`src/rtl/tc_pkg.sv`:
```
package tc_pkg;
   localparam int TC_CNT_W   = 8;
   localparam int TC_RATIO_W = 3;
   localparam int TC_SYNC    = 2;

   typedef struct packed {
      logic                  src_ext;
      logic                  edge_fall;
      logic                  psc_off;
      logic [TC_RATIO_W-1:0] ratio;
   } tc_cfg_t;
endpackage

```
`src/rtl/tc_source.sv`:
```
module tc_source #(
   parameter int SYNC_STAGES = 2
) (
   input  logic clk,
   input  logic rst_n,
   input  logic clr,
   input  logic pin_i,
   input  logic sel_ext,
   input  logic edge_fall,
   output logic tick_o
);
   localparam int TOP = SYNC_STAGES;

   generate
      if (SYNC_STAGES < 2) begin : g_bad_sync
         $error("tc_source: SYNC_STAGES must be at least 2");
      end
   endgenerate

   logic [TOP:0] sh;
   logic         phase;
   logic         rise, fall;

   genvar g;
   generate
      for (g = 0; g <= TOP; g++) begin : g_stage
         if (g == 0) begin : g_first
            always_ff @(posedge clk or negedge rst_n)
               if (!rst_n) sh[g] <= 1'b0;
               else        sh[g] <= pin_i;
         end else begin : g_next
            always_ff @(posedge clk or negedge rst_n)
               if (!rst_n) sh[g] <= 1'b0;
               else        sh[g] <= sh[g-1];
         end
      end
   endgenerate

   assign rise = sh[TOP-1] & ~sh[TOP];
   assign fall = ~sh[TOP-1] & sh[TOP];

   always_ff @(posedge clk or negedge rst_n)
      if (!rst_n)   phase <= 1'b0;
      else if (clr) phase <= 1'b0;
      else          phase <= ~phase;

   assign tick_o = sel_ext ? (edge_fall ? fall : rise) : phase;

   logic [3:0] age;
   always_ff @(posedge clk or negedge rst_n)
      if (!rst_n)        age <= '0;
      else if (age != 4'hF) age <= age + 4'd1;

   // a detected rise reflects the pin SYNC_STAGES clocks earlier
   assert_sync_rise_R4: assert property (@(posedge clk) disable iff (!rst_n)
      (rise && age > 4'(TOP + 1)) |-> ($past(pin_i, TOP) && !$past(pin_i, TOP + 1)));

   // internal source never ticks on two consecutive clocks
   assert_half_rate_R2: assert property (@(posedge clk) disable iff (!rst_n)
      (!sel_ext && tick_o && age > 4'd0) |=> (!tick_o || sel_ext));

   // polarity select never lets both edges through
   assert_edge_sel_R5: assert property (@(posedge clk) disable iff (!rst_n)
      (sel_ext && tick_o) |-> (edge_fall ? !sh[TOP-1] : sh[TOP-1]));
endmodule

```
`src/rtl/tc_prescaler.sv`:
```
module tc_prescaler #(
   parameter int RATIO_W = 3
) (
   input  logic               clk,
   input  logic               rst_n,
   input  logic               clr,
   input  logic               bypass,
   input  logic [RATIO_W-1:0] ratio,
   input  logic               tick_i,
   output logic               tick_o
);
   localparam int PSC_W = 1 << RATIO_W;

   generate
      if (RATIO_W < 1 || RATIO_W > 5) begin : g_bad_ratio
         $error("tc_prescaler: RATIO_W out of range 1..5");
      end
   endgenerate

   logic [PSC_W-1:0] psc;
   logic [PSC_W-1:0] mask;

   always_comb begin
      for (int i = 0; i < PSC_W; i++)
         mask[i] = (i <= int'(ratio));
   end

   always_ff @(posedge clk or negedge rst_n)
      if (!rst_n)      psc <= '0;
      else if (clr)    psc <= '0;
      else if (tick_i) psc <= psc + 1'b1;

   assign tick_o = bypass ? tick_i : (tick_i && ((psc & mask) == mask));

   // divided output only ever fires on a source tick
   assert_psc_gate_R3: assert property (@(posedge clk) disable iff (!rst_n)
      tick_o |-> tick_i);

   // prescaler state is zero right after a clear
   assert_psc_clear_R8: assert property (@(posedge clk) disable iff (!rst_n)
      clr |=> (psc == '0));
endmodule

```
`src/rtl/tc_counter.sv`:
```
module tc_counter #(
   parameter int CNT_W = 8
) (
   input  logic             clk,
   input  logic             rst_n,
   input  logic             inc,
   input  logic             wr_en,
   input  logic [CNT_W-1:0] wr_data,
   output logic [CNT_W-1:0] cnt_q,
   output logic             ovf_q
);
   generate
      if (CNT_W < 2) begin : g_bad_width
         $error("tc_counter: CNT_W must be at least 2");
      end
   endgenerate

   always_ff @(posedge clk or negedge rst_n)
      if (!rst_n) begin
         cnt_q <= '0;
         ovf_q <= 1'b0;
      end else begin
         ovf_q <= 1'b0;
         if (wr_en)
            cnt_q <= wr_data;
         else if (inc) begin
            cnt_q <= cnt_q + 1'b1;
            ovf_q <= (cnt_q == {CNT_W{1'b1}});
         end
      end

   logic seen;
   always_ff @(posedge clk or negedge rst_n)
      if (!rst_n) seen <= 1'b0;
      else        seen <= 1'b1;

   assert_ovf_wrap_R6: assert property (@(posedge clk) disable iff (!rst_n)
      (ovf_q && seen) |-> (cnt_q == '0 && $past(cnt_q) == {CNT_W{1'b1}}));

   assert_ovf_single_R6: assert property (@(posedge clk) disable iff (!rst_n)
      ovf_q |=> !ovf_q);

   assert_write_load_R7: assert property (@(posedge clk) disable iff (!rst_n)
      (seen && $past(wr_en)) |-> (cnt_q == $past(wr_data) && !ovf_q));

   assert_step_one_R2: assert property (@(posedge clk) disable iff (!rst_n)
      (seen && !$past(wr_en) && cnt_q != $past(cnt_q)) |-> (cnt_q == $past(cnt_q) + 1'b1));
endmodule

```
`src/rtl/tc_timer8.sv`:
```
module tc_timer8
   import tc_pkg::*;
#(
   parameter int CNT_W       = TC_CNT_W,
   parameter int RATIO_W     = TC_RATIO_W,
   parameter int SYNC_STAGES = TC_SYNC
) (
   input  logic               clk,
   input  logic               rst_n,
   input  logic               pin_i,
   input  logic               src_ext,
   input  logic               edge_fall,
   input  logic               psc_off,
   input  logic [RATIO_W-1:0] ratio,
   input  logic               wr_en,
   input  logic [CNT_W-1:0]   wr_data,
   output logic [CNT_W-1:0]   count,
   output logic               ovf
);
   logic src_tick;
   logic cnt_inc;

   tc_source #(.SYNC_STAGES(SYNC_STAGES)) u_src (
      .clk       (clk),
      .rst_n     (rst_n),
      .clr       (wr_en),
      .pin_i     (pin_i),
      .sel_ext   (src_ext),
      .edge_fall (edge_fall),
      .tick_o    (src_tick)
   );

   tc_prescaler #(.RATIO_W(RATIO_W)) u_psc (
      .clk    (clk),
      .rst_n  (rst_n),
      .clr    (wr_en),
      .bypass (psc_off),
      .ratio  (ratio),
      .tick_i (src_tick),
      .tick_o (cnt_inc)
   );

   tc_counter #(.CNT_W(CNT_W)) u_cnt (
      .clk     (clk),
      .rst_n   (rst_n),
      .inc     (cnt_inc),
      .wr_en   (wr_en),
      .wr_data (wr_data),
      .cnt_q   (count),
      .ovf_q   (ovf)
   );

   // in bypass every source tick reaches the counter
   assert_bypass_R9: assert property (@(posedge clk) disable iff (!rst_n)
      psc_off |-> (cnt_inc == src_tick));
endmodule

```
`config.mk`:
```
export PLATFORM = sky130hd
export DESIGN_NAME = tc_timer8
export DESIGN_NICKNAME = d
export VERILOG_FILES = /design/src/rtl/tc_pkg.sv /design/src/rtl/tc_source.sv /design/src/rtl/tc_prescaler.sv /design/src/rtl/tc_counter.sv /design/src/rtl/tc_timer8.sv
export SDC_FILE = /design/constraint.sdc
export NUM_CORES = 1
export LEC_CHECK = 0
export ABC_AREA = 1
export ABC_CLOCK_PERIOD_IN_PS = 2000
export BUFFER_PORTS_ARGS = -buffer_cell sky130_fd_sc_hd__buf_2
export CAP_MARGIN = 20
export CORE_MARGIN = 3
export CORE_UTILIZATION = 52
export CTS_CLUSTER_SIZE = 40
export DETAILED_ROUTE_END_ITERATION = 10
export HOLD_SLACK_MARGIN = 0.02
export PLACE_DENSITY = 0.77
export SLEW_MARGIN = 20
export SYNTH_ARGS = -nofsm -noshare
export SYNTH_HDL_FRONTEND = slang
export SYNTH_HIERARCHICAL = 1
export SYNTH_SLANG_ARGS = --single-unit
```
`constraint.sdc`:
```
create_clock -name clk -period 2 [get_ports clk]
set_input_delay 0.2 -clock clk [delete_from_list [all_inputs] [get_ports clk]]
set_output_delay 0.2 -clock clk [all_outputs]
set_load 0.01 [all_outputs]
```
==> metrics <==
Syn Inst Count=150; Slew Limit Fails=0; Peak VDD IR=approximately 0.00046 V; Final Cycle Share=0.827; Setup CP Type=register to register; CTS resizes=0; Synth Net Count=170; P_leak=0.708 nW; Adder-Cell Fraction of Synth Area=0.0211; mux cell area share after synthesis=0; first-pass GRT wire length=~4.2 mm; total power=~850 uW; max_cap viols=0; DP HPWL=1.89 mm; number of CTS-inserted buffers=3; CP required=between 2000 and 2500 ps; Final Critical Period=about 1700 ps; number of global-route vias before repair=between 1000 and 1500; post-synthesis sequential area ratio=0.444; largest family of logic cells by synthesized area=simple AND/OR/NAND/NOR gates; DR vias/cell=roughly 5.1; cell area power density=613 nW/um2; ranking of synthesized cells by area=dfrtp_1, nand2_1, inv_1, nand3_1, nor2_4; reg2reg start=u_src/sh[1]; Setup crit start=u_src/sh[1]; final hold vios=0; Worst slew margin=0.691; Crit. End Element=register; Worst-Margin Slew=between 400 and 500 ps; Hold Crit Class=primary input to register; via count=1063; RD Place Congestion=0.850; Clock Path Buffers=2; clk slew on worst S/H paths=roughly 120 ps; P&R area growth vs syn=16.9%; port bufs=26; Core Region=around 2100 um2; number of core rows=16; Yosys Warn Count=6; drt total wl=approximately 2.5 mm; setup_tns=0 ps; CTS tree=built; Hold Path Origin=wr_data[1]; postcts setup bufs=0; Unique masters post-synth=25; Simple-Gate Fraction of Synth Area=0.319; crit-path max FO=7; Clock Latency Late Sink=around 300 ps; initial core utilization=0.575; Routed WL per cell=about 12 um; crit path DAT=1900 ps; Seq cells post-synth=21; status=finished clean; CTS Root Cell=clkbuf_4; Total GRT Usage=0.201; share of the synthesized area in the top cell type=0.444; GR Overflow Total=0; largest net degree at the start of global routing=22; antenna viol nets, final=0; CTS H-tree depth=1; Syn Std Cell Area=between 1000 and 1500 um2; Compound-Gate Fraction of Synth Area=0.124; layout cells sized above 1=0.227; FMAX=approximately 0.60 GHz; die area=between 2000 and 3000 um2; CP startpoint kind=register; cell taking the most area after synthesis=dfrtp_1; Clock Skew=approximately 6.4 ps; # clock sinks=21; antenna violations before repair=0; RSZ-0062 raised after global routing=false; # diodes=0; Setup violations, final=0; Residual DRC=0; XOR/XNOR share of the synthesized area=0.00739; Die W=53.7 um; first drt pass iteration count=4; Final #Nets=between 200 and 250; DR iter-0 viols=33; Die Y=53.7 um; syn_area_per_cell=roughly 8 um2; # IOs=27
[flip-flops by register name, summed over array words and instances, names as in the netlist]
name / count
u_cnt/ovf_q: 1
u_psc/psc: 8
u_src/phase: 1
u_src/sh: 3
u_cnt/cnt_q: 8
[worst paths after layout]
kind,cells past startpoint,endpoint,slack (ps)
worst max-delay path,11,u_cnt/cnt_q[7],350
worst min-delay path,3,u_cnt/cnt_q[1],120
max in group asynchronous,2,u_psc/psc[6],1320
worst min register to register,0,u_src/sh[1],370
min in group asynchronous,2,u_psc/psc[3],360
worst max register to register,11,u_cnt/cnt_q[7],350
[final cells by class]
cell class / count / area [um2]
Multi-Input combinational cell: 104 / 558
Tap cell: 27 / 33.8
Inverter: 24 / 90.1
Clock inverter: 1 / 5.00
Clock buffer: 3 / 22.5
Timing Repair Buffer: 28 / 150
Sequential cell: 21 / 526
Fill cell: 182 / 677
[cells by family (layout without fill, tap and decap cells)]
family                   after synthesis  after routing
AND/OR/NAND/NOR                       78             78
adder cells (fa/ha/maj)                2              2
AO/OA/AOI/OAI                         23             23
buffers and inverters                 25             56
flip-flops                            21             21
XOR/XNOR                               1              1
[worst max-delay path: stages, from the launching register on]
cell and delay [ps]:
dfrtp_1 410, inv_1 60, nand2_1 50, nand2_1 50, nand3_1 60, nand2_1 170, inv_1 60, a21oi_1 330
nand2_2 120, inv_2 130, nand3_1 90, nand3_1 80
[stage by stage]
stage | setup WS (ps) | instances | utilization | cell area, um2 | hold WS [ps]
2_1_floorplan | 521 | 150 | - | 1180 | -95.6
3_3_place_gp | 383 | 202 | 0.649 | 1340 | 173
3_5_place_dp | 370 | 202 | 0.649 | 1340 | 179
4_1_cts | 338 | 208 | 0.672 | 1390 | 106
5_1_grt | 119 | 208 | 0.672 | 1390 | 108
6_report | 346 | 208 | 0.672 | 1390 | 117
[cells in the final DEF, fill, tap and decap left out]
cell	netlist	layout
o21ai_1	1	1
xor2_1	1	1
o21bai_1	3	3
a22oi_1	5	5
o21ai_2	1	1
nor2_4	4	4
inv_1	22	22
nor2_1	10	10
a211oi_1	2	2
nand3_2	1	1
nand3b_1	1	1
clkinv_2	0	1
o211ai_1	1	1
nand4_1	2	2
o21ai_0	3	3
nor2_2	1	1
nand2_1	40	40
a21oi_1	7	7
ha_1	2	2
inv_2	2	2
nand2_2	1	1
nand3_1	16	16
dfrtp_1	21	21
clkbuf_4	0	3
nand3_4	1	1
dlygate4sd3_1	0	2
nor3_1	1	1
buf_2	0	26
[cells in the mapped netlist, drive strengths merged]
cell    count
nand2      41
nor2       15
o21ai       5
ha          2
dfrtp      21
inv        24
a22oi       5
nand3      18
o21bai      3
nor3        1
a211oi      2
o211ai      1
nand4       2
nand3b      1
a21oi       7
buf         1
xor2        1
[timing repair]
item,in CTS,in global routing
hold buffers,2,0
setup endpoints to repair,0,0
endpoints found under the hold margin,22,0
[routing by layer]
layer  up-vias  track usage  routed length [um]
met5         -            0                   0
met4         0        0.106                  24
met3         4       0.0360                 142
li1        551            -                   -
met2        32        0.321                1120
met1       476        0.258                1170
[power by group]
part           switching [mW]  internal (mW)  total [mW]
registers              0.0305          0.451       0.481
clock network           0.129         0.0746       0.204
logic                  0.0975         0.0657       0.163
total                   0.257          0.591       0.848
Note: power is estimated with default switching activity, not from simulation.
